[config.mk]
export PLATFORM = sky130hd
export DESIGN_NAME = nvix_guard
export DESIGN_NICKNAME = d
export VERILOG_FILES = /design/src/rtl/nvix_guard.sv
export SDC_FILE = /design/constraint.sdc
export NUM_CORES = 1
export LEC_CHECK = 0
export ABC_AREA = 1
export BUFFER_PORTS_ARGS = -buffer_cell sky130_fd_sc_hd__buf_2
export CORE_AREA = 2 2 125 127
export DETAILED_ROUTE_END_ITERATION = 8
export DIE_AREA = 0 0 127 129
export PLACE_DENSITY = 0.75
export SLEW_MARGIN = 20
export SYNTH_ARGS = -nofsm -noshare
export SYNTH_HDL_FRONTEND = slang
export SYNTH_SLANG_ARGS = --single-unit
[constraint.sdc]
create_clock -name clk -period 4.5 [get_ports clk]
set_clock_uncertainty 0.2 [all_clocks]
set_input_delay 0.9 -clock clk [delete_from_list [all_inputs] [get_ports clk]]
set_output_delay 0.9 -clock clk [all_outputs]
set_load 0.02 [all_outputs]
[src/rtl/nvix_guard.sv]
module nvix_guard #(
  parameter int NIDX    = 4,
  parameter int LENW    = 8,
  parameter int NLOC    = 5,
  parameter int RSV_CNT = 1,
  localparam int IW = $clog2(NIDX),
  localparam int LW = $clog2(NLOC)
) (
  input  logic            clk,
  input  logic            rst_n,
  input  logic            pwr_cycle,
  input  logic            factory_clr,
  input  logic            owner_set,
  input  logic            oem_lock,
  input  logic            alloc_valid,
  input  logic [IW-1:0]   alloc_idx,
  input  logic [LENW-1:0] alloc_base,
  input  logic [LENW-1:0] alloc_size,
  input  logic [NLOC-1:0] alloc_rmask,
  input  logic [NLOC-1:0] alloc_wmask,
  input  logic [7:0]      alloc_attr,
  output logic            alloc_gnt,
  input  logic            req_valid,
  input  logic            req_wr,
  input  logic [IW-1:0]   req_idx,
  input  logic [LW-1:0]   req_loc,
  input  logic [LENW-1:0] req_off,
  input  logic [LENW-1:0] req_len,
  input  logic            digest_match,
  input  logic            phys_present,
  output logic            req_gnt,
  output logic            req_deny,
  output logic [2:0]      req_why,
  output logic [LENW-1:0] req_addr
);
  localparam logic [IW:0] RSV = RSV_CNT[IW:0];
  localparam logic [LW:0] NL  = NLOC[LW:0];

  logic [NIDX-1:0] used_q, rlk_q, plk_q, wtl_q, wod_q;
  logic [LENW-1:0] base_q [NIDX];
  logic [LENW-1:0] size_q [NIDX];
  logic [NLOC-1:0] rm_q   [NIDX];
  logic [NLOC-1:0] wm_q   [NIDX];
  logic [7:0]      at_q   [NIDX];

  logic [7:0]      at;
  logic [NLOC-1:0] mask;
  logic [LENW:0]   span;
  logic            zero, loc_ok, locked, range_bad, part_bad;
  logic [2:0]      why;

  assign at     = at_q[req_idx];
  assign mask   = req_wr ? wm_q[req_idx] : rm_q[req_idx];
  assign zero   = (req_len == '0);
  assign span   = {1'b0, req_off} + {1'b0, req_len};
  assign loc_ok = ({1'b0, req_loc} < NL) && mask[req_loc];
  assign locked = req_wr ? (plk_q[req_idx] | wtl_q[req_idx] | (wod_q[req_idx] & ~zero))
                         : rlk_q[req_idx];
  assign range_bad = !zero && (span > {1'b0, size_q[req_idx]});
  assign part_bad  = req_wr && !zero && !at[7] &&
                     ((req_off != '0) || (req_len != size_q[req_idx]));

  always_comb begin
    if (!used_q[req_idx])                      why = 3'd1;
    else if (!loc_ok)                          why = 3'd2;
    else if (at[2] && !phys_present)           why = 3'd3;
    else if ((req_wr ? at[1] : at[0]) && !digest_match) why = 3'd4;
    else if (locked)                           why = 3'd5;
    else if (range_bad)                        why = 3'd6;
    else if (part_bad)                         why = 3'd7;
    else                                       why = 3'd0;
  end

  assign req_gnt  = req_valid && (why == 3'd0);
  assign req_deny = req_valid && (why != 3'd0);
  assign req_why  = req_valid ? why : 3'd0;
  assign req_addr = base_q[req_idx] + req_off;

  assign alloc_gnt = alloc_valid && owner_set && !used_q[alloc_idx] &&
                     !(oem_lock && ({1'b0, alloc_idx} < RSV));

  logic [NIDX-1:0] hit, set_rlk, set_plk, set_wtl, set_wod;
  for (genvar i = 0; i < NIDX; i++) begin : g_set
    assign hit[i]     = req_gnt && (req_idx == IW'(i));
    assign set_rlk[i] = hit[i] && !req_wr && zero && at[3];
    assign set_plk[i] = hit[i] && req_wr && zero && at[4];
    assign set_wtl[i] = hit[i] && req_wr && zero && at[5];
    assign set_wod[i] = hit[i] && req_wr && !zero && at[6];
  end

  always_ff @(posedge clk) begin
    if (!rst_n) begin
      used_q <= '0;
      rlk_q  <= '0;
      plk_q  <= '0;
      wtl_q  <= '0;
      wod_q  <= '0;
      for (int i = 0; i < NIDX; i++) begin
        base_q[i] <= '0;
        size_q[i] <= '0;
        rm_q[i]   <= '0;
        wm_q[i]   <= '0;
        at_q[i]   <= '0;
      end
    end else begin
      rlk_q <= (pwr_cycle   ? '0 : rlk_q) | set_rlk;
      wtl_q <= (pwr_cycle   ? '0 : wtl_q) | set_wtl;
      wod_q <= (pwr_cycle   ? '0 : wod_q) | set_wod;
      plk_q <= (factory_clr ? '0 : plk_q) | set_plk;
      if (alloc_gnt) begin
        used_q[alloc_idx] <= 1'b1;
        base_q[alloc_idx] <= alloc_base;
        size_q[alloc_idx] <= alloc_size;
        rm_q[alloc_idx]   <= alloc_rmask;
        wm_q[alloc_idx]   <= alloc_wmask;
        at_q[alloc_idx]   <= alloc_attr;
      end
    end
  end

  p_excl_r1: assert property (@(posedge clk) disable iff (!rst_n)
    !(req_gnt && req_deny) && (req_deny == (req_why != 3'd0)));

  p_loc_r2: assert property (@(posedge clk) disable iff (!rst_n)
    req_gnt |-> ({1'b0, req_loc} < NL));

  p_rlk_set_r7: assert property (@(posedge clk) disable iff (!rst_n)
    (req_gnt && !req_wr && zero && at[3]) |=> rlk_q[$past(req_idx)]);

  p_plk_hold_r8: assert property (@(posedge clk) disable iff (!rst_n)
    !$past(factory_clr) |-> ((plk_q & $past(plk_q)) == $past(plk_q)));

  p_tmp_hold_r9: assert property (@(posedge clk) disable iff (!rst_n)
    !$past(pwr_cycle) |-> (((rlk_q & $past(rlk_q)) == $past(rlk_q)) &&
                           ((wtl_q & $past(wtl_q)) == $past(wtl_q)) &&
                           ((wod_q & $past(wod_q)) == $past(wod_q))));

  p_alloc_r11: assert property (@(posedge clk) disable iff (!rst_n)
    alloc_gnt |=> used_q[$past(alloc_idx)]);

  p_alloc_own_r11: assert property (@(posedge clk) disable iff (!rst_n)
    alloc_gnt |-> owner_set);
endmodule

==> run_results.csv <==
group,metric,value,unit
status,status,"complete, but fails checks",
status,violations_in_the_final_reports,"setup timing",
yosys,post-synth-top-count-cell,"nand2_1",
timing,max-slew-margin-rel,60.2,%
power,power_frac_clock,38.6,%
timing,period_share,103,%
global_routing,globalRouteOverflowTotal,0,
timing,final.hold.worst_slack,0.256,ns
floorplan,placeableCoreArea,15000,µm²
yosys,postSynth.asyncResetShare,0,%
floorplan,die_area,16400,µm²
yosys,count_of_flip_flops_with_a_built_in_enable_after_synthesis,136,
clock_network,clockRootBuffer,"clkbuf_16",
timing,worst_slew_pin_slew,0.593,ns
yosys,netlist_top_cells_count,"231 x nand2_1, 150 x nor2_1, 136 x edfxtp_1",
timing,finalWorstPathRequiredPeriod,4.65,ns
floorplan,num_io_pins,82,
min_path,timing.hold.worst.class,"flip-flop to flip-flop",
worst_setup_path,r2r_start,"size_q[3][4]$_DFFE_PP_",
worst_setup_path,critPathSlowestCell,"ha_1",
clock_network,clock-sinks,156,
floorplan,rows,45,
routing,drtAntennaViolNets,0,
yosys,synth-seq-area-share,55.9,%
power,intPower,0.00265,W
global_routing,antenna_found_initial,0,
yosys,gate_count_after_technology_mapping,893,
power,p_switching,0.000909,W
final_layout,drive_above_1_share,21.3,%
global_routing,grt_max_degree,43,
routing,routed_wire_length_per_instance,16.1,µm
worst_setup_path,crit_top_cell,"nand2_1",
yosys,post_synth_num_cell_types,38,
yosys,synth_largest_type_area_fraction,50.9,%
final_layout,final_nets,1110,
worst_setup_path,cp.arrival,3.55,ns
global_routing,globalRouteTotalUtil,24.7,%
routing,drt-vias-per-instance,5.36,
place,gp_congestion,0.860,
worst_setup_path,critical_path.max_fanout,3,
routing,drtIter0Drc,544,
place,port_buffers,81,
place,place_ws,-0.397,ns
yosys,synthDominantAreaCellType,"edfxtp_1",
clock_network,cts.reportedPaths.clkPinSlew,0.06,ns
floorplan,start_util,53.5,%
yosys,netlist_top_cells_area,"edfxtp_1 51%, nand2_1 11%, nor2_1 7.0%",
worst_setup_path,worst-setup-path-type,"input port to primary output",
timing,final_max_slew_viol_count,0,
clock_network,clock_tree.buffer_depth,2,
clock_network,ctsHtreeMaxLevel,4,
timing,final-setup-viol-count,5,
timing,fin_ws,-0.149,ns
floorplan,die_h,129,µm
worst_setup_path,worstSetupStartpointType,"input port",
power,leakage,4.30,nW
timing,grt_setup_unrepaired,"yes",
final_layout,fin_util,65.1,%
routing,drc,0,
yosys,syn-cell-area,8020,µm²
routing,total_number_of_vias,6527,
clock_network,worstSkewPairLatency,0.43,ns
worst_setup_path,critPathMaxStageDelay,0.29,ns
routing,routed_wirelength,19.6,mm
floorplan,die-width,127,µm
yosys,mean_area_per_synthesized_cell,8.98,µm²
power,ir_worst_vdd,0.284,mV
worst_setup_path,crit_start,"req_off[1]",
power,power_density,365,nW/µm²
timing,timing.final.hold_violations,0,
yosys,synth.net_count,986,
power,p_comb_share,15.2,%
yosys,synth_flop_cell,"edfxtp_1",
global_routing,vias_in_the_first_global_route,6201,
place,dpl.hpwl,13.0,mm
yosys,synth-warning-count,0,
final_layout,areaGrowthSynthToFinish,21.5,%
min_path,hold_path.startpoint,"used_q[1]$_SDFFE_PN0P_",
worst_setup_path,required,3.40,ns
job,maxCapViolations,0,
worst_setup_path,critical_path_capture_point_type,"primary output",
clock_network,cts_tree,"built",
power,sequentialPowerShare,46.2,%
routing,drtPass1Iterations,6,
worst_setup_path,r2r_slack,1.37,ns
timing,max_freq,0.215,GHz
clock_network,tritoncts.num_buffers,17,
global_routing,first_pass_grt_wire_length,30.8,mm
power,switching_share,25.6,%
final_layout,diodes,0,
yosys,synth.ff_latch_count,156,
==> cell type report <==
type	count	area, µm²
well taps	188	235
clock inverters	15	145
fillers	1143	5230
multi-input cells	588	3080
flip-flops and latches	156	4480
inverters	114	433
clock buffers	17	425
repair buffers	140	947
==> routing by layer <==
layer | global-route usage, % | vias up | part of all wire (%)
met4 | 10.3 | 0 | 1.9
met3 | 4.91 | 33 | 7.5
met5 | 0 | - | 0
met2 | 41.2 | 280 | 50
met1 | 32.1 | 3019 | 41
li1 | - | 3195 | -
==> flip-flops by register name, summed over array words and instances, names as in the netlist <==
register / count
at_q: 32
base_q: 32
size_q: 32
rm_q: 20
wm_q: 20
plk_q: 4
rlk_q: 4
used_q: 4
wod_q: 4
wtl_q: 4
==> cells by family after synthesis <==
| kind of cell | share of synthesized area (%) |
|---|---|
| and+or+nand+nor | 24.3 |
| DFF | 55.9 |
| adders and majority gates | 4.09 |
| xor gates and xnor gates | 1.42 |
| AOI/OAI and AO/OA | 6.55 |
| buffers and inverters | 7.75 |
==> critical path: cells and delay by family <==
| family | cells | cell delay, ns |
|---|---|---|
| AOI/OAI and AO/OA | 2 | 0.31 |
| xor gates and xnor gates | 1 | 0.16 |
| adders and majority gates | 2 | 0.52 |
| buffers and inverters | 4 | 0.41 |
| and+or+nand+nor | 16 | 1.23 |
==> placed cells by master, fill, tap and decap left out, types with 2 or more instances in the layout <==
master and instances:
nand2_4 3, buf_12 4, buf_2 72, nand4_1 27, a21oi_1 30, clkbuf_16 17, a22oi_1 23, buf_4 57
xnor2_1 6, nand2_1 223, inv_2 5, o21ai_1 6, clkinv_1 4, edfxtp_1 136, o211ai_1 2, inv_1 104
clkinv_2 5, o22ai_1 2, xor2_1 7, nand2_2 7, ha_4 5, inv_4 2, dfxtp_1 20, a21oi_2 8
ha_1 18, inv_6 4, nand3_1 32, nor3_1 11, buf_6 5, bufinv_16 2, o21ai_0 7, nand3_2 2
a311oi_1 2, nor2_4 8, nor2_1 148
==> repair_timing <==
action | CTS | global route
cloned | 0 | 0
setup buffers | 1 | 3
resized for setup | 27 | 30
hold buffers | 0 | 0
pin swaps | 18 | 16
endpoints found under the setup margin | 5 | 7
==> power groups by stage <==
stage | Combinational [W] | Clock, W | Sequential (W)
3_3_place_gp | 0.000475 | 0 | 0.00167
6_report | 0.000539 | 0.00137 | 0.00164
4_1_cts | 0.000502 | 0.00139 | 0.00164
3_5_place_dp | 0.000481 | 0 | 0.00167
2_1_floorplan | 0.000300 | 0 | 0.00167
5_1_grt | 0.000594 | 0.00145 | 0.00165
==> through the flow <==
step | TNS (ns) | total power (W) | cells | cell area, µm²
global placement | -1.31 | 0.00215 | 1183 | 8940
detailed placement | -1.67 | 0.00215 | 1183 | 8940
finish | -0.503 | 0.00355 | 1218 | 9750
CTS | -0.161 | 0.00353 | 1216 | 9620
global route | -1.21 | 0.00369 | 1218 | 9750
floorplan | -0.00498 | 0.00197 | 893 | 8020
==> final timing paths <==
kind              depth (start not counted)                     end
hold reg to reg                           2  used_q[1]$_SDFFE_PN0P_
setup reg to reg                         27     wtl_q[3]$_SDFF_PN0_
hold / removal                            2  used_q[1]$_SDFFE_PN0P_
setup / recovery                         25              req_why[0]
Power figures use the tool's default switching activity.
